===== config.mk =====
export PLATFORM = sky130hd
export DESIGN_NAME = nand_strobe_timer
export DESIGN_NICKNAME = d
export VERILOG_FILES = /design/src/rtl/nst_pkg.sv /design/src/rtl/nst_timing_latch.sv /design/src/rtl/nst_phase_seq.sv /design/src/rtl/nst_busy_gate.sv /design/src/rtl/nand_strobe_timer.sv
export SDC_FILE = /design/constraint.sdc
export NUM_CORES = 1
export LEC_CHECK = 0
export BUFFER_PORTS_ARGS = -buffer_cell sky130_fd_sc_hd__buf_2
export CELL_PAD_IN_SITES_DETAIL_PLACEMENT = 0
export CELL_PAD_IN_SITES_GLOBAL_PLACEMENT = 1
export CORE_ASPECT_RATIO = 1.75
export CORE_MARGIN = 5
export CORE_UTILIZATION = 37
export CTS_BUF_LIST = sky130_fd_sc_hd__clkbuf_2
export DETAILED_ROUTE_END_ITERATION = 10
export PLACE_DENSITY = 0.81
export SYNTH_ARGS = -nofsm -noshare
export SYNTH_HDL_FRONTEND = slang
export SYNTH_HIERARCHICAL = 1
export SYNTH_SLANG_ARGS = --single-unit
export TNS_END_PERCENT = 30

===== constraint.sdc =====
create_clock -name clk -period 1.7 [get_ports clk]
set_clock_uncertainty 0.1 [all_clocks]
set_input_delay 0.17 -clock clk [delete_from_list [all_inputs] [get_ports clk]]
set_output_delay 0.17 -clock clk [all_outputs]
set_load 0.05 [all_outputs]

===== src/rtl/nst_pkg.sv =====
// Shared types for the NAND strobe timing generator.
// Assumes the timing word layout is fixed by the bus-timing contract.
package nst_pkg;
    localparam int TW_W   = 32;
    localparam int CNT_W  = 5;
    localparam int USED_W = 24;

    typedef logic [CNT_W-1:0] cnt_t;

    typedef struct packed {
        cnt_t wr_lo;
        cnt_t wr_hi;
        cnt_t rd_lo;
        cnt_t rd_hi;
        cnt_t turn;
        cnt_t busy;
    } tcfg_t;

    typedef enum logic [2:0] {
        PH_IDLE,
        PH_LEAD,
        PH_LOW,
        PH_HIGH,
        PH_TURN
    } phase_t;

    // Clamp a zero count up to one cycle.
    function automatic cnt_t at_least_one(input cnt_t v);
        return (v == '0) ? cnt_t'(1) : v;
    endfunction

    // Split the lower part of the timing word into clamped counts.
    function automatic tcfg_t unpack_timing(input logic [USED_W-1:0] w);
        tcfg_t c;
        c.wr_lo = at_least_one(cnt_t'(w[3:0]));
        c.wr_hi = at_least_one(cnt_t'(w[7:4]));
        c.rd_lo = at_least_one(cnt_t'(w[11:8]));
        c.rd_hi = at_least_one(cnt_t'(w[15:12]));
        c.turn  = at_least_one(cnt_t'(w[18:16]));
        c.busy  = at_least_one(cnt_t'(w[23:19]));
        return c;
    endfunction
endpackage


===== src/rtl/nst_timing_latch.sv =====
// Holds the decoded timing counts for the access in flight.
// Assumes capture is high only in the cycle a request is accepted.
module nst_timing_latch
    import nst_pkg::*;
(
    input  logic              clk,
    input  logic              rst_n,
    input  logic              capture,
    input  logic [USED_W-1:0] word,
    output tcfg_t             cfg
);

    // Register the decoded counts when a request is taken.
    always_ff @(posedge clk) begin
        if (!rst_n) begin
            cfg <= unpack_timing('0);
        end else if (capture) begin
            cfg <= unpack_timing(word);
        end
    end

endmodule


===== src/rtl/nst_phase_seq.sv =====
// Phase sequencer: lead, strobe low, strobe high, turnaround.
// Assumes the count inputs are already clamped to at least one and are
// stable from the cycle after acceptance until the access ends.
module nst_phase_seq
    import nst_pkg::*;
#(
    parameter int DATA_W = 8
) (
    input  logic              clk,
    input  logic              rst_n,
    input  logic              req_valid,
    input  logic              req_write,
    input  logic              req_cmd,
    input  logic [DATA_W-1:0] req_wdata,
    input  cnt_t              lead_cnt,
    input  cnt_t              wr_lo,
    input  cnt_t              wr_hi,
    input  cnt_t              rd_lo,
    input  cnt_t              rd_hi,
    input  cnt_t              turn,
    input  logic [DATA_W-1:0] dq_in,
    output logic              req_ready,
    output logic              accept,
    output logic              done,
    output logic              cmd_done,
    output logic [DATA_W-1:0] rdata,
    output logic              ce_n,
    output logic              re_n,
    output logic              we_n,
    output logic [DATA_W-1:0] dq_out,
    output logic              dq_oe
);

    phase_t            ph;
    cnt_t              cnt;
    logic              wr_q;
    logic              cmd_q;
    logic [DATA_W-1:0] wd_q;
    logic              last;
    logic              in_access;
    logic              high_end;

    assign last      = (cnt == cnt_t'(1));
    assign req_ready = (ph == PH_IDLE);
    assign accept    = req_valid && req_ready;
    assign in_access = (ph == PH_LEAD) || (ph == PH_LOW) || (ph == PH_HIGH);
    assign high_end  = (ph == PH_HIGH) && last;

    // Advance the phase and reload the cycle counter at each boundary.
    always_ff @(posedge clk) begin
        if (!rst_n) begin
            ph  <= PH_IDLE;
            cnt <= cnt_t'(1);
        end else begin
            case (ph)
                PH_IDLE: if (accept) begin
                    ph  <= PH_LEAD;
                    cnt <= lead_cnt;
                end
                PH_LEAD: if (last) begin
                    ph  <= PH_LOW;
                    cnt <= wr_q ? wr_lo : rd_lo;
                end else begin
                    cnt <= cnt - cnt_t'(1);
                end
                PH_LOW: if (last) begin
                    ph  <= PH_HIGH;
                    cnt <= wr_q ? wr_hi : rd_hi;
                end else begin
                    cnt <= cnt - cnt_t'(1);
                end
                PH_HIGH: if (last) begin
                    ph  <= PH_TURN;
                    cnt <= turn;
                end else begin
                    cnt <= cnt - cnt_t'(1);
                end
                PH_TURN: if (last) begin
                    ph <= PH_IDLE;
                end else begin
                    cnt <= cnt - cnt_t'(1);
                end
                default: ph <= PH_IDLE;
            endcase
        end
    end

    // Hold the request attributes for the whole access.
    always_ff @(posedge clk) begin
        if (!rst_n) begin
            wr_q  <= 1'b0;
            cmd_q <= 1'b0;
            wd_q  <= '0;
        end else if (accept) begin
            wr_q  <= req_write;
            cmd_q <= req_cmd;
            wd_q  <= req_wdata;
        end
    end

    // Produce the one-cycle completion pulses.
    always_ff @(posedge clk) begin
        if (!rst_n) begin
            done     <= 1'b0;
            cmd_done <= 1'b0;
        end else begin
            done     <= high_end;
            cmd_done <= high_end && wr_q && cmd_q;
        end
    end

    // Capture read data on the final cycle of the read-strobe low phase.
    always_ff @(posedge clk) begin
        if (!rst_n) begin
            rdata <= '0;
        end else if ((ph == PH_LOW) && last && !wr_q) begin
            rdata <= dq_in;
        end
    end

    assign ce_n   = !in_access;
    assign re_n   = !((ph == PH_LOW) && !wr_q);
    assign we_n   = !((ph == PH_LOW) && wr_q);
    assign dq_oe  = in_access && wr_q;
    assign dq_out = wd_q;

    a_r2_strobe_inside_ce: assert property (@(posedge clk) disable iff (!rst_n)
        (!re_n || !we_n) |-> !ce_n);

    a_r3_one_strobe: assert property (@(posedge clk) disable iff (!rst_n)
        !(!re_n && !we_n));

    a_r6_done_single: assert property (@(posedge clk) disable iff (!rst_n)
        done |=> !done);

    a_r7_busy_after_done: assert property (@(posedge clk) disable iff (!rst_n)
        done |-> !req_ready);

    a_r4_rdata_holds: assert property (@(posedge clk) disable iff (!rst_n)
        (re_n && $past(re_n)) |-> $stable(rdata));

endmodule


===== src/rtl/nst_busy_gate.sv =====
// Registers the ready/busy pin and masks it after a command write.
// Assumes busy_len is clamped to at least one and stable while cmd_done is high.
module nst_busy_gate
    import nst_pkg::*;
(
    input  logic clk,
    input  logic rst_n,
    input  logic cmd_done,
    input  cnt_t busy_len,
    input  logic rb_n,
    output logic dev_ready
);

    cnt_t hold_cnt;
    logic rb_q;

    // Count down the remaining masked cycles after a command completes.
    always_ff @(posedge clk) begin
        if (!rst_n) begin
            hold_cnt <= '0;
        end else if (cmd_done) begin
            hold_cnt <= busy_len - cnt_t'(1);
        end else if (hold_cnt != '0) begin
            hold_cnt <= hold_cnt - cnt_t'(1);
        end
    end

    // Bring the ready/busy pin into the clock domain.
    always_ff @(posedge clk) begin
        if (!rst_n) begin
            rb_q <= 1'b0;
        end else begin
            rb_q <= rb_n;
        end
    end

    assign dev_ready = rb_q && !cmd_done && (hold_cnt == '0);

    a_r10_ready_needs_pin: assert property (@(posedge clk) disable iff (!rst_n)
        dev_ready |-> $past(rb_n));

    a_r9_mask_after_cmd: assert property (@(posedge clk) disable iff (!rst_n)
        ($past(cmd_done) && ($past(busy_len) > cnt_t'(1))) |-> !dev_ready);

endmodule


===== src/rtl/nand_strobe_timer.sv =====
// Top level: single-cycle NAND strobe timing generator.
// Assumes one request at a time and a timing word valid in the accept cycle.
module nand_strobe_timer
    import nst_pkg::*;
#(
    parameter int DATA_W = 8
) (
    input  logic              clk,
    input  logic              rst_n,
    input  logic [TW_W-1:0]   timing_word,
    input  logic              req_valid,
    input  logic              req_write,
    input  logic              req_cmd,
    input  logic [DATA_W-1:0] req_wdata,
    output logic              req_ready,
    output logic              done,
    output logic [DATA_W-1:0] rdata,
    output logic              ce_n,
    output logic              re_n,
    output logic              we_n,
    output logic [DATA_W-1:0] dq_out,
    output logic              dq_oe,
    input  logic [DATA_W-1:0] dq_in,
    input  logic              rb_n,
    output logic              dev_ready
);

    localparam int LEAD_LSB = USED_W;

    tcfg_t cfg;
    cnt_t  lead_live;
    logic  accept;
    logic  cmd_done;
    logic  unused_tw;

    assign lead_live = at_least_one(cnt_t'(timing_word[LEAD_LSB+1:LEAD_LSB]));
    assign unused_tw = ^timing_word[TW_W-1:LEAD_LSB+2];

    nst_timing_latch u_latch (
        .clk     (clk),
        .rst_n   (rst_n),
        .capture (accept),
        .word    (timing_word[USED_W-1:0]),
        .cfg     (cfg)
    );

    nst_phase_seq #(.DATA_W(DATA_W)) u_seq (
        .clk       (clk),
        .rst_n     (rst_n),
        .req_valid (req_valid),
        .req_write (req_write),
        .req_cmd   (req_cmd),
        .req_wdata (req_wdata),
        .lead_cnt  (lead_live),
        .wr_lo     (cfg.wr_lo),
        .wr_hi     (cfg.wr_hi),
        .rd_lo     (cfg.rd_lo),
        .rd_hi     (cfg.rd_hi),
        .turn      (cfg.turn),
        .dq_in     (dq_in),
        .req_ready (req_ready),
        .accept    (accept),
        .done      (done),
        .cmd_done  (cmd_done),
        .rdata     (rdata),
        .ce_n      (ce_n),
        .re_n      (re_n),
        .we_n      (we_n),
        .dq_out    (dq_out),
        .dq_oe     (dq_oe)
    );

    nst_busy_gate u_gate (
        .clk       (clk),
        .rst_n     (rst_n),
        .cmd_done  (cmd_done),
        .busy_len  (cfg.busy),
        .rb_n      (rb_n),
        .dev_ready (dev_ready)
    );

    a_r11_idle_quiet: assert property (@(posedge clk) disable iff (!rst_n)
        req_ready |-> (ce_n && re_n && we_n && !dq_oe));

endmodule


-- Word-level counts from Yosys, hierarchy flattened
Index checks and enable logic that the tools add are counted.
- bits in registers: 64
- latch bits: 0
- memory bits (writable): 0
- bits in read-only memories: 0
- output and inout bits: 23
- logic and storage cells: 85
- memories kept: 0
- add/subtract/negate cells: 3
- multipliers: 0
- div/mod/pow operators: 0
- $lt $le $gt $ge: 0
- eq/ne operators: 11
- shifts and indexed selects: 0
- multiplexer cells: 23
- bitwise gates (word level): 0
- reductions and logical operators: 32
- operators by type and width (cell ; count):
    2-to-1 mux 5 bit ; 10
    one-hot mux 5 bit (5 select lines) ; 1
    2-to-1 mux 3 bit ; 6
    zero test 4 bit ; 4
    2-to-1 mux 4 bit ; 4
    one-hot mux 3 bit (5 select lines) ; 1
    subtractor 5 x 1 -> 5 bit (second input constant) ; 3
    logical AND 1 bit ; 11
    zero test 5 bit ; 2
    nonzero test 5 bit ; 2
    inequality test 2 x 1 -> 1 bit (second input constant) ; 4
    equality test 3 x 2 -> 1 bit (second input constant) ; 2
    zero test 3 bit ; 2
    equality test 5 x 1 -> 1 bit (second input constant) ; 1
    zero test 1 bit ; 5
    AND reduction 5 bit ; 1
    inequality test 2 bit (second input constant) ; 2
    equality test 3 x 1 -> 1 bit (second input constant) ; 1
    equality test 3 bit (second input constant) ; 1
    AND reduction 3 bit ; 1
    zero test 2 bit ; 1
    logical OR 1 bit ; 2
    2-to-1 mux 2 bit ; 1
    nonzero test 2 bit ; 1

-- Depth between registers and ports, before layout
Gate-level depths: netlist (run 1).
- word-level depth: 4
- depth in mapped cells: 10
- mapped depth without buffers: 7

-- Cells and area by module
The synthesis (run 1) kept the hierarchy.
- by module, submodules not included (module ; times used ; cells an instance ; area each (um2) ; seq. area each (um2)):
    nst_phase_seq ; 1 ; 200 ; 1641.6 ; 560.5
    nst_timing_latch ; 1 ; 96 ; 1012.2 ; 480.5
    nst_busy_gate ; 1 ; 31 ; 344.1 ; 120.1
    nand_strobe_timer ; 1 ; 3 ; 13.8 ; 0.0

-- Least setup slack after synthesis (run 1)
OpenSTA, ideal clock, no wires.
- path type: register -> output
- start point: register u_seq.cmd_done
- end point: output dev_ready
- arrival time: 2551 ps
- required time: 1430 ps
- setup slack: -1121 ps
- cell stages (with the launch flop): 4
- cell sequence: dfxtp_1 -> buf_6 -> or4_4 -> nor4b_1
- word-level cells in the longest chain between the ends: 3
- RTL lines (item ; RTL line ; RTL):
    start: declaration ; nst_phase_seq.sv:25 ; output logic cmd_done,
    start signal: assignment ; nst_phase_seq.sv:108 ; cmd_done <= high_end && wr_q && cmd_q;
    zero test 1 bit ; nst_busy_gate.sv:37 ; assign dev_ready = rb_q && !cmd_done && (hold_cnt == '0);
    logical AND 1 bit (2 in series) ; nst_busy_gate.sv:37 ;
    end: declaration ; nand_strobe_timer.sv:25 ; output logic dev_ready
Every way passes these cells.

-- Worst setup path in the final report (run 1)
- start point: register u_gate.hold_cnt[1]
- end point: output dev_ready
- word-level cells in the longest chain between the ends: 2
- RTL lines (item ; RTL line ; RTL):
    start: declaration ; nst_busy_gate.sv:14 ; cnt_t hold_cnt;
    start signal: assignment ; nst_busy_gate.sv:22 ; hold_cnt <= busy_len - cnt_t'(1);
    start signal: assignment ; nst_busy_gate.sv:24 ; hold_cnt <= hold_cnt - cnt_t'(1);
    zero test 5 bit ; nst_busy_gate.sv:37 ;
    logical AND 1 bit ; nst_busy_gate.sv:37 ;
Every way passes these cells.

==> results of run 1 <==
==> synthesized netlist by cell type (all sizes together) (5+ instances only) <==
library cell  number  area (um2)
nor2              22        90.1
clkbuf             9        33.8
o21ai             18        90.1
nor3b              8        85.1
dfxtp             58        1160
nor2b             27         169
inv                5        18.8
mux2i             36         360
a31oi              6        37.5
a21oi              6        33.8
nor3               8        50.1
nand2             37         139
a21boi            11        82.6
buf               20         151
o211ai             5        37.5
nand2b             5        31.3
==> power by group <==
group / switching (uW) / internal (uW) / total (uW)
registers: 182 / 1570 / 1750
clock network: 498 / 322 / 820
logic: 1240 / 1220 / 2460
total: 1920 / 3110 / 5030
==> state kept, by name, summed over array words and instances (netlist names) <==
signal,flops
u_seq/done,1
u_seq/dq_out,8
u_gate/hold_cnt,5
u_gate/rb_q,1
u_seq/ph,3
u_seq/wr_q,1
u_seq/rdata,8
u_seq/cmd_q,1
u_seq/cnt,5
u_seq/cmd_done,1
u_latch/cfg,24
==> metrics by stage <==
stage / utilization, % / hold WS [ps] / setup TNS, ps
after floorplan: - / 192 / -8710
after global placement: 44.8 / 282 / -788
after detailed placement: 44.8 / 284 / -1680
after CTS: 54.1 / 32.2 / -954
after global routing: 56.8 / 86.1 / -2040
final: 56.8 / 78.4 / -611
==> worst min-delay path, cell delays in order <==
cell and delay [ps]:
sky130_fd_sc_hd__buf_2 110, sky130_fd_sc_hd__nor2_1 100, sky130_fd_sc_hd__a21oi_1 50, sky130_fd_sc_hd__o22ai_1 130, sky130_fd_sc_hd__a31oi_1 90
==> cell families (layout without fill, tap and decap cells) <==
group / Yosys count / in the layout / share of synthesized area (%)
mux: 40 / 40 / 13.5
fa+ha+maj: 3 / 3 / 1.25
flops: 58 / 58 / 38.6
buf+inv: 34 / 172 / 6.77
xor+xnor: 4 / 4 / 1.16
simple gates: 128 / 128 / 24.4
compound gates: 61 / 61 / 14.1
other cells: 2 / 9 / 0.249
==> final cells by class <==
class	count	area, um2	area share (%)
inverters	5	23.8	0.525
flip-flops and latches	58	1180	26.0
repair buffers	152	1230	27.1
clock inverters	5	46.3	1.02
multi-input cells	245	1890	41.7
well taps	90	113	2.49
clock buffers	10	50.0	1.11
==> worst max-delay path by stage <==
stage,endpoint,cells after the start,slack [ps],startpoint
3_5_place_dp,u_gate/hold_cnt[4]$_SDFFE_PN0P_,5,-190,u_seq/cmd_done$_SDFF_PN0_
2_1_floorplan,u_latch/cfg[11]$_SDFFE_PN0P_,10,-300,u_seq/ph[1]$_SDFFE_PN0P_
3_3_place_gp,u_seq/rdata[2]$_SDFFE_PN0P_,6,-90,u_seq/cnt[1]$_SDFFE_PN0P_
5_1_grt,dev_ready,3,-480,u_gate/hold_cnt[1]$_SDFFE_PN0P_
6_report,dev_ready,3,-400,u_gate/hold_cnt[1]$_SDFFE_PN0P_
4_1_cts,dev_ready,3,-440,u_gate/hold_cnt[1]$_SDFFE_PN0P_
==> metal layers <==
metal | GRT usage [%] | share of wire (%)
met1 | 15.7 | 38
met2 | 30.6 | 54
met3 | 4.17 | 5.1
met4 | 7.52 | 3.2
met5 | 0 | 0
==> timing repair <==
| item | in CTS | in global routing |
|---|---|---|
| hold buffers | 45 | 0 |
| buffers inserted | 7 | 1 |
| setup endpoints to repair | 24 | 55 |
| resized for setup | 44 | 49 |
| cloned | 0 | 2 |
| hold endpoints to repair | 45 | 0 |
| pin swaps | 7 | 17 |
==> run summary, run 1 <==
The run finished, with violations left. The final reports fail on setup timing. The cell family contributing the most delay on the critical path is simple AND/OR/NAND/NOR gates. Setup repair after global routing could not meet its margin everywhere. The initial cell density of the core came out at a little under two fifths. The global-route wire length before repair is 12800 um. For this run, the top clock speed supported by timing is 0.477 GHz.

In this run, the number of DRC markers left after iteration 0 of detailed routing was 89. The residual DRC count came out at 0. Clock-pin slew was measured on the worst setup and hold paths at 150 ps. The signal arrival time at the worst endpoint is approximately 1800 ps. Counting the fill cells in the layout gives 713. The final period utilization is 123%. The post-synthesis async set-or-reset flop share is 0%. The ratio of cells with drive above 1 in the final layout is a little under 40%.

The number of standard cells after synthesis is 330. The leakage power figure is 0.00195 uW. The worst setup slack before clock tree synthesis came out at -191 ps. TritonCTS built the clock tree. The core region is 7960 um2. In this run the critical register-to-register path is captured at u_gate/hold_cnt[4]$_SDFFE_PN0P_. The diode insertion count for antenna repair is 0. The floorplan step defined a die boundary enclosing 10100 um2.

The worst-case clock buffer depth is 2. The largest net degree at the start of global routing came out at 32. The cell sitting at the root of the clock tree is a sky130_fd_sc_hd__clkbuf_2. The worst setup path is launched from a register. The number of buffers and inverters on the critical path came out at 1. The number of failing hold endpoints at the final stage came out at 0. The via count of the routed design came out at approximately 2800.

The TritonCTS buffer count came out at 9. The most frequent standard cell in the layout excluding fill and tap cells is sky130_fd_sc_hd__buf_2. The cell area power density is 1110 nW/um2.

The sum of internal, switching and leakage power is 5030 uW. The critical path is of the register to output port type. For this run, the number of standard cells in the final layout without fillers is between 500 and 600.

The netlist area before placement is 3010 um2. In the synthesized netlist the dominant register cell turns out to be sky130_fd_sc_hd__dfxtp_1. Once detailed placement completed, the half-perimeter wirelength came to 5330 um. Summing all placed instances gives a cell area of roughly 3600 um2. Among all stages on the critical path, the largest delay is contributed by sky130_fd_sc_hd__or4_4. The number of global-route vias before repair came out at 2933. For the worst setup path, the data required time is between 1000 and 1500 ps. The worst min-delay path endpoint is u_seq/cnt[1]$_SDFFE_PN0P_. The worst-case reg-to-reg path depth came out at 5. The number of antenna violations at the first check in global routing is 0. The number of nets in the final layout came out at 528.

After routing the design area is 4530 um2. The remaining global-route overflow is 0. The maximum net fanout on the critical path came out at 2. Clock latency on the worst-skew pair, taken at its later pin, is 500 ps.

The number of distinct standard cells referenced by the synthesized netlist came out at 57. The last weighted congestion value of the routability-driven placer is 0.850. The worst hold path depth is 5. Leaving out fill and tap cells, the most frequent cells in the layout are 64 x sky130_fd_sc_hd__buf_2, 51 x sky130_fd_sc_hd__dfxtp_1, 45 x sky130_fd_sc_hd__dlygate4sd3_1, 35 x sky130_fd_sc_hd__mux2i_1, 30 x sky130_fd_sc_hd__nand2_1. The number of endpoints failing setup at the final stage is 5.

In this run the most critical hold path is launched from timing_word[25]. The synthesis warning total is 6. The minimum clock period after layout is 2100 ps. The critical path goes through or4_4 -> nor4b_4 -> buf_6. The max-cap violation count came out at 0. In this run the count of I/O pins placed on the die edge is 77. The width of the die came out at 78.2 um. The number of pins exceeding their max-slew limit in the final report was 0. The count of nets left with antenna violations once routing finished came out at 0.

For this block, the routed nets add up to slightly below 8000 um of wire. The worst voltage drop across the vdd grid came out at 0.523 mV. The total number of placement rows is 43. A synthesized cell averages 9.13 um2. The kind of capture point of the worst setup path is an output port. The minimum setup slack among reg-to-reg paths is -30 ps. The number of optimization iterations in the first detailed-route pass came out at 4. The maximum level of the CTS H-tree is 3. The number of synthesized register bits is 58.

The largest incremental delay on the critical path came out at 550 ps. The routed length per placed instance came out at 14.1 um. The worst setup margin came out at -395 ps. The count of flip-flops with a built-in enable after synthesis came out at 0. In the routed layout, each cell is associated on average with a via count of 5.01. Once placement completed, the tool counted placed cells totaling 497. The fraction of the yosys area taken by sequential cells is around 39%. The path class of the tightest hold or removal check is primary input to register. The quantity of I/O buffers inserted on ports came out at 70. For this run, the total global-route usage over all layers was measured as 16.0%. The layout-stage area growth over the synthesis result is 50.3%. The launching point of the worst reg2reg path is u_seq/cmd_done$_SDFF_PN0_. The die is 129 um tall.

The number of clock sinks is 58.
No activity file was read; power rests on OpenSTA's default activity.
==> inputs of run 2 (changes only) <==
--- a/config.mk
+++ b/config.mk
@@ -10,12 +10,11 @@
 export CELL_PAD_IN_SITES_GLOBAL_PLACEMENT = 1
 export CORE_ASPECT_RATIO = 1.75
 export CORE_MARGIN = 5
-export CORE_UTILIZATION = 37
+export CORE_UTILIZATION = 35
 export CTS_BUF_LIST = sky130_fd_sc_hd__clkbuf_2
 export DETAILED_ROUTE_END_ITERATION = 10
-export PLACE_DENSITY = 0.81
+export PLACE_DENSITY = 0.78
 export SYNTH_ARGS = -nofsm -noshare
 export SYNTH_HDL_FRONTEND = slang
-export SYNTH_HIERARCHICAL = 1
 export SYNTH_SLANG_ARGS = --single-unit
 export TNS_END_PERCENT = 30
==> run 2 against run 1 <==
  * The flow still finishes with violations (setup timing)
  * Design area is 8.5% lower
  * Sequential share of layout area up 2.4 points
  * Maximum frequency rose by 14%
  * Routed wire length grew 0.34%
  * Critical path depth down 1
  * Core utilization shrank 2.1 points
  * Global-route usage rose by 0.67 points
==> run summary, run 2 <==
The run finished, with violations left. The checks that failed: setup timing. The family of cells with the greatest summed delay on the critical path is simple AND/OR/NAND/NOR gates. The multiplexer share of the synthesized area is 8.48% (-5.0 points). The width of the die was 76.4 um (-2.3%). The count of flip-flops with a built-in enable after synthesis came out at 0 (unchanged). The worst max-slew margin expressed relative to the limit is 64.2%. The routed length per placed instance came out at 14.3 um (+2.0%). The worst voltage drop across the vdd grid is 0.663 mV (+27%).

The detail-routed via count per cell is 4.99 (-0.28%). The synthesis warning total came out at 0 (-6). The number of clock sinks is 58 (unchanged).

The number of optimization iterations in the first detailed-route pass came out at 4 (unchanged). The clock transition time at the flip-flop clock pins of the worst setup and hold paths was 140 ps (about the same). The final wirelength was 7970 um (+0.34%).

The number of standard cells after synthesis came out at 318 (-3.6%). Sorting the synthesized cells by how often they occur yields 63 x sky130_fd_sc_hd__nand2_1, 58 x sky130_fd_sc_hd__dfxtp_1, 32 x sky130_fd_sc_hd__a21oi_1. After synthesis, the cell types taking the most area are sky130_fd_sc_hd__dfxtp_1 43%, sky130_fd_sc_hd__nand2_1 8.8%, sky130_fd_sc_hd__a21oi_1 5.9%, sky130_fd_sc_hd__mux2i_1 5.6%, sky130_fd_sc_hd__nor2_1 3.8%. The post-synthesis compound-gate area fraction came out at 15.0% (+0.89 points). The worst setup path is captured at an output port. The area of the core was 7570 um2 (-5.0%).

The layout-stage area growth over the synthesis result is 53.4%. The kind of launch point of the worst setup path is a register. The adder and majority cell fraction of the synthesized area came to 1.39% (+0.14 points).

The final period utilization came out at 108% (-15 points). The worst hold slack across all endpoints is 282 ps (+203 ps). The number of synthesized register bits came out at 58 (unchanged). Setup repair after global routing could not meet its margin everywhere. The master cell of the clock root buffer is sky130_fd_sc_hd__clkbuf_2. The most used standard cell by instance count after synthesis is sky130_fd_sc_hd__nand2_1.

The number of endpoints failing setup at the final stage came out at 17 (+12). The netlist area before placement came out at 2700 um2 (-10%). The residual DRC count is 0 (unchanged). The global-route wire length before repair is 12900 um (+0.65%). The remaining global-route overflow came out at 0 (unchanged). The quantity of I/O buffers inserted on ports is 70 (unchanged). The signal arrival time at the worst endpoint was 1560 ps (-270 ps).

The largest incremental delay on the critical path is 560 ps (about the same). The most used flip-flop cell after synthesis is sky130_fd_sc_hd__dfxtp_1. The final cell utilization of the core is 54.7% (-2.1 points). The total track usage is 16.6% (+0.67 points). The number of pins exceeding their max-slew limit in the final report came out at 0 (unchanged). The number of nets in the final layout is 520 (-1.5%). The signal on the critical path passes through or4b_4 -> buf_6. The initial cell density of the core came out at 35.7% (-2.1 points). The area share of the largest cell type after synthesis is 43.0% (+4.4 points). The cell area power density is 1550 nW/um2 (+39%). The via count of the routed design is 2777 (-1.9%). The number of flip-flops in the largest register came to 24 (unchanged). The fraction of the yosys area taken by sequential cells was 43.0% (+4.4 points).

The insertion delay to the later sink of the worst-skew pair came out at 480 ps (-20 ps). The vertical die dimension is 126 um (-2.4%). u_latch.cfg holds more flip-flops than any other register. The required time reported for the critical path endpoint is 1430 ps (about the same). The critical setup path kind is register to output port.

The leakage power figure is 0.00177 uW (-9.4%). The library cell used most frequently in the layout, excluding fill and tap cells, is sky130_fd_sc_hd__buf_2. The post-synthesis async set-or-reset flop share is 0% (unchanged). The worst setup margin is -133 ps (+262 ps). The number of antenna violations at the first check in global routing is 1 (+1). The violation count after the first detailed-route iteration is 105 (+18%). The final non-filler cell area is 4140 um2 (-8.5%). The detailed placement HPWL came out at 5400 um (+1.3%). TritonCTS built the clock tree.

The sum of negative setup slack came out at -776 ps (-165 ps). The last weighted congestion value of the routability-driven placer came to 0.833 (-2.0%). The TritonCTS buffer count is 9 (unchanged).

The total number of placement rows came to 42 (-2.3%). The synthesized area per cell came out at 8.49 um2 (-7.0%). The maximum level of the CTS H-tree is 3 (unchanged).

The placed cell area came out at 3340 um2 (-6.5%). The maximum clock frequency came to 0.545 GHz (+14%). The number of buffers and inverters on the critical path came to 1 (unchanged). The max-cap violation count came out at 0 (unchanged). The number of distinct standard cells referenced by the synthesized netlist came to 51 (-11%).

The cell taking the most area after synthesis is sky130_fd_sc_hd__dfxtp_1. The largest individual stage delay along the critical path comes from the cell sky130_fd_sc_hd__or4b_4. The maximum net fanout on the critical path was 4 (+2). The number of top-level pins came out at 77 (unchanged). The post-synthesis share of cell area spent on xor and xnor gates is 1.62% (+0.46 points).

The number of failing hold endpoints at the final stage is 0 (unchanged). The min-delay analysis places its worst path in the category primary input to register. The minimum clock period after layout is 1830 ps (-262 ps).

Leaving out fill and tap cells, the most frequent cells in the layout are 64 x sky130_fd_sc_hd__buf_2, 62 x sky130_fd_sc_hd__nand2_1, 50 x sky130_fd_sc_hd__dfxtp_1, 47 x sky130_fd_sc_hd__dlygate4sd3_1, 35 x sky130_fd_sc_hd__buf_4. The die footprint is 9640 um2 (-4.7%). The worst-case clock buffer depth came out at 2 (unchanged).

The measured slew at the worst slew-check pin came out at about 530 ps. The largest net degree at the start of global routing came out at 27 (-16%). The number of global-route vias before repair is 2788 (-4.9%). The area share of and/or/nand/nor cells after synthesis came out at 25.1% (+0.69 points). The count of nets left with antenna violations after detail routing is 0 (unchanged). The ratio of cells with drive above 1 in the final layout came out at 34.3% (-4.7 points). The number of nets in the synthesized netlist is approximately 380. The combinational family with the most area after synthesis is simple AND/OR/NAND/NOR gates.
run 2: cell count changes after synthesis, sizes merged, moves of 6 or more:
cell | previous run | this run
a21boi | 11 | 1
a21oi | 6 | 32
buf | 20 | 10
mux2i | 36 | 15
nand2 | 37 | 63
nor2 | 22 | 28
nor2b | 27 | 1
o21ai | 18 | 11
run 2: power by group:
part           internal, uW  total, uW  leakage (uW)  switching (uW)
registers              1670       1880      0.000478             204
logic                  1560       3570       0.00121            2010
clock network           484        956     0.0000771             472
run 2: cell type report:
cell class | instances | area [um2]
clock inverter | 4 | 67.6
clock buffer | 11 | 55.1
timing repair buffer | 155 | 1170
antenna | 1 | 2.50
sequential | 58 | 1180
tap | 88 | 110
fill | 727 | 3430
inverter | 7 | 26.3
multi-input combinational | 232 | 1530
run 2: routing by layer:
| metal | global-route usage (%) | part of all wire (%) |
|---|---|---|
| met5 | 0 | 0 |
| met4 | 11.3 | 5.5 |
| met3 | 3.86 | 3.9 |
| met2 | 29.2 | 53 |
| met1 | 17.2 | 38 |
run 2: cell families (layout without fill, tap and decap cells):
kind of cell / after synthesis / in the layout
adders and majority gates: 3 / 3
muxes: 21 / 21
and+or+nand+nor: 137 / 138
xor gates and xnor gates: 5 / 5
other: 0 / 1
AOI/OAI and AO/OA: 65 / 65
buffers and inverters: 29 / 177
DFF: 58 / 58
run 2: final timing paths:
check / start / to / slack [ps] / cells past startpoint
setup / recovery: u_seq.ph[2]$_SDFFE_PN0P_ / re_n / -130 / 2
hold reg to reg: u_latch.cfg[11]$_SDFFE_PN0P_ / u_latch.cfg[11]$_SDFFE_PN0P_ / 360 / 2
setup reg to reg: u_seq.ph[2]$_SDFFE_PN0P_ / u_seq.rdata[6]$_SDFFE_PN0P_ / -70 / 5
hold / removal: timing_word[24] / u_seq.cnt[0]$_SDFFE_PN1P_ / 280 / 4
run 2: through the flow:
step	instances	power, uW	setup WS, ps
2_1_floorplan	318	4000	-47.1
3_3_place_gp	487	4810	-55.1
3_5_place_dp	487	4840	-115
4_1_cts	554	6190	-199
5_1_grt	556	6840	-239
6_report	556	6400	-133
run 2: worst register-to-register path, stage by stage, from the launching register on:
cell and delay [ps]:
sky130_fd_sc_hd__dfxtp_2 360, sky130_fd_sc_hd__or4b_4 560, sky130_fd_sc_hd__buf_4 190, sky130_fd_sc_hd__nor2_4 210, sky130_fd_sc_hd__mux2i_1 210, sky130_fd_sc_hd__nor2_1 50
run 2: timing repair:
| action | in CTS | in global routing |
|---|---|---|
| setup buffers | 5 | 0 |
| hold buffers | 47 | 0 |
| pin swaps | 8 | 10 |
| endpoints found under the hold margin | 45 | 0 |
| cloned | 0 | 1 |
| resized for setup | 29 | 16 |
| setup endpoints to repair | 18 | 49 |
==> inputs of run 3 (changes only) <==
--- a/config.mk
+++ b/config.mk
@@ -9,11 +9,11 @@
 export CELL_PAD_IN_SITES_DETAIL_PLACEMENT = 0
 export CELL_PAD_IN_SITES_GLOBAL_PLACEMENT = 1
 export CORE_ASPECT_RATIO = 1.75
-export CORE_MARGIN = 5
 export CORE_UTILIZATION = 35
 export CTS_BUF_LIST = sky130_fd_sc_hd__clkbuf_2
 export DETAILED_ROUTE_END_ITERATION = 10
 export PLACE_DENSITY = 0.78
+export RECOVER_POWER = 25
 export SYNTH_ARGS = -nofsm -noshare
 export SYNTH_HDL_FRONTEND = slang
 export SYNTH_SLANG_ARGS = --single-unit
==> run 3 against run 2 <==
  * The run still ends with setup timing left
  * Die area shrank 16%
  * Core utilization increased by 1.5 points
  * Total power is 3.1% higher
  * Critical path type unchanged
  * Highest routed layer unchanged
==> run summary, run 3 (synthesized netlist as in run 2, its figures left out) <==
The total number of placement rows is 42 (unchanged). STA classifies the critical path endpoint as an output port. TritonCTS built the clock tree.

Setup repair after global routing could not meet its margin everywhere. The area of the core is 7510 um2 (-0.69%). The insertion delay to the later sink of the worst-skew pair came to 500 ps (+20 ps). The placed cell area is 3370 um2 (+0.97%). The routed length per placed instance came out at 13.9 um (-2.7%). The worst setup margin came out at -213 ps (-79.6 ps).

The minimum clock period after layout came out at 1910 ps (+79.6 ps). The flow ran to the end, but the final reports show violations. The required time reported for the critical path endpoint came out at 1430 ps (about the same). The number of failing hold endpoints at the final stage was 0 (unchanged). The number of clock sinks came out at 58 (unchanged). The signal arrival time at the worst endpoint came to 1640 ps (+80 ps). The number of top-level pins came to 77 (unchanged).

The detail-routed via count per cell is 5.02 (+0.54%). The initial cell density of the core is 35.9% (+0.25 points). The number of flip-flops in the largest register came out at 24 (unchanged). The number of optimization iterations in the first detailed-route pass came to 4 (unchanged).

The number of endpoints failing setup at the final stage is 17 (unchanged). The quantity of I/O buffers inserted on ports is 70 (unchanged). The final reports fail on setup timing. The global-route wire length before repair was 12100 um (-6.0%).

The remaining global-route overflow was 0 (unchanged). The worst voltage drop across the vdd grid came to 0.635 mV (-4.2%). The launching point of the worst reg2reg path is u_seq.ph[2]$_SDFFE_PN0P_. The number of antenna violations at the first check in global routing was 1 (unchanged). The final cell utilization of the core came out at 56.3% (+1.5 points).

The via count of the routed design came to 2807 (+1.1%). The maximum level of the CTS H-tree came out at 3 (unchanged). The maximum clock frequency is 0.523 GHz (-4.2%). The library cells used most frequently in the layout, excluding fill and tap cells, are 62 x sky130_fd_sc_hd__nand2_1, 54 x sky130_fd_sc_hd__buf_2, 51 x sky130_fd_sc_hd__dfxtp_1, 47 x sky130_fd_sc_hd__dlygate4sd3_1, 32 x sky130_fd_sc_hd__buf_4. The fill cell total of the finished layout came out at 716 (-1.5%). The width of the die is 68.4 um (-10%). The measured slew at the worst slew-check pin is 346 ps (-188 ps).

The worst hold path depth came out at 4 (unchanged). In this run the worst hold path is classified as primary input to register. The clock transition time at the flip-flop clock pins of the worst setup and hold paths is 150 ps (about the same). The worst-case clock buffer depth is 2 (unchanged).

The final non-filler cell area was 4230 um2 (+2.1%). The maximum net fanout on the critical path is 5 (+1). The residual DRC count came to 0 (unchanged). The minimum setup slack among reg-to-reg paths came out at -190 ps (-120 ps). The count of nets left with antenna violations after detail routing is 0 (unchanged). The ratio of cells with drive above 1 in the final layout is 35.1% (+0.85 points). The worst max-slew margin expressed relative to the limit was 76.7% (+12 points). The layout-stage area growth over the synthesis result is 56.6%. The root buffer cell chosen for the clock tree is sky130_fd_sc_hd__clkbuf_2.

The final period utilization is 113% (+4.7 points). The number of pins exceeding their max-slew limit in the final report is 0 (unchanged). The leakage power figure is 0.00179 uW (+1.3%). The hold path startpoint is timing_word[24]. Leaving out fill and tap cells, the most frequent cell in the layout is sky130_fd_sc_hd__nand2_1. The critical path is of the register to output port type. The largest net degree at the start of global routing was 36 (+33%).

The number of nets in the final layout is 523 (+0.58%). The die footprint is 8080 um2 (-16%). In this run the critical register-to-register path is captured at u_seq.rdata[2]$_SDFFE_PN0P_. The detailed placement HPWL is 5340 um (-1.1%). The kind of launch point of the worst setup path is a register. The total track usage was 20.6% (+4.0 points). The sum of negative setup slack is -2100 ps (-1320 ps). The register with the most flip-flops in the final layout is u_latch.cfg. The max-cap violation count was 0 (unchanged). The number of global-route vias before repair is 2569 (-7.9%). The last weighted congestion value of the routability-driven placer came out at 0.887 (+6.6%). The final wirelength is 7800 um (-2.2%).

In this run the worst setup path begins at u_seq.ph[2]$_SDFFE_PN0P_. The vertical die dimension came out at 118 um (-6.3%). The TritonCTS buffer count is 9 (unchanged). The violation count after the first detailed-route iteration is 100 (-4.8%). The path with the worst hold slack has its endpoint at u_seq.cnt[0]$_SDFFE_PN1P_. The worst-case reg-to-reg path depth is 6 (+1). The cell area power density came out at 1560 nW/um2 (+0.97%).
==> run 3: cell types whose count changed in the layout (fill, tap and decap cells not counted), sizes merged <==
cell,change
buf,-8
clkbuf,+11
==> run 3: metal layers <==
metal	GRT usage, %	part of all wire [%]	routed length [um]
met2	35.0	53	4150
met4	10.3	4.0	310
met1	22.4	39	3070
met3	5.60	3.4	268
met5	0	0	0
==> run 3: worst max path at each step <==
stage	to	slack, ps
4_1_cts	re_n	-260
6_report	re_n	-210
5_1_grt	re_n	-290
3_3_place_gp	u_seq.rdata[0]$_SDFFE_PN0P_	-60
2_1_floorplan	u_seq.rdata[0]$_SDFFE_PN0P_	-50
3_5_place_dp	u_seq.rdata[2]$_SDFFE_PN0P_	-70
==> run 3: cell type report <==
class	instances	area, um2	area share, %
Tap cell	88	110	2.60
Clock buffer	11	55.1	1.30
Antenna cell	1	2.50	0.0592
Sequential cell	58	1180	27.9
Multi-Input combinational cell	232	1550	36.7
Inverter	7	28.8	0.680
Timing Repair Buffer	158	1230	29.1
Clock inverter	4	67.6	1.60
==> run 3: where the power goes <==
group / total (uW) / switching (uW) / internal [uW]
clock: 980 / 497 / 483
combinational: 3730 / 2020 / 1710
sequential: 1890 / 213 / 1680
total: 6600 / 2730 / 3870
==> run 3: worst max-delay path, cell delays in order, from the launching register on <==
cell	delay, ps
sky130_fd_sc_hd__dfxtp_4	390
sky130_fd_sc_hd__or4b_4	570
sky130_fd_sc_hd__buf_6	180
==> run 3: stage by stage <==
step	total power (uW)	cells	setup slack [ps]	hold WS, ps
final	6600	559	-213	267
after global routing	7020	559	-286	221
after CTS	6320	553	-263	206
after detailed placement	4960	488	-72.2	295
after global placement	4910	488	-60.6	290
after floorplan	4000	318	-47.1	197
==> run 3: repair_timing <==
action                                 4_1_cts  5_1_grt
setup buffers                                3        4
gates resized for setup                     33       20
gates cloned                                 0        1
setup endpoints to repair                   19       51
pin swaps                                    9       15
hold buffers                                47        0
endpoints found under the hold margin       48        0
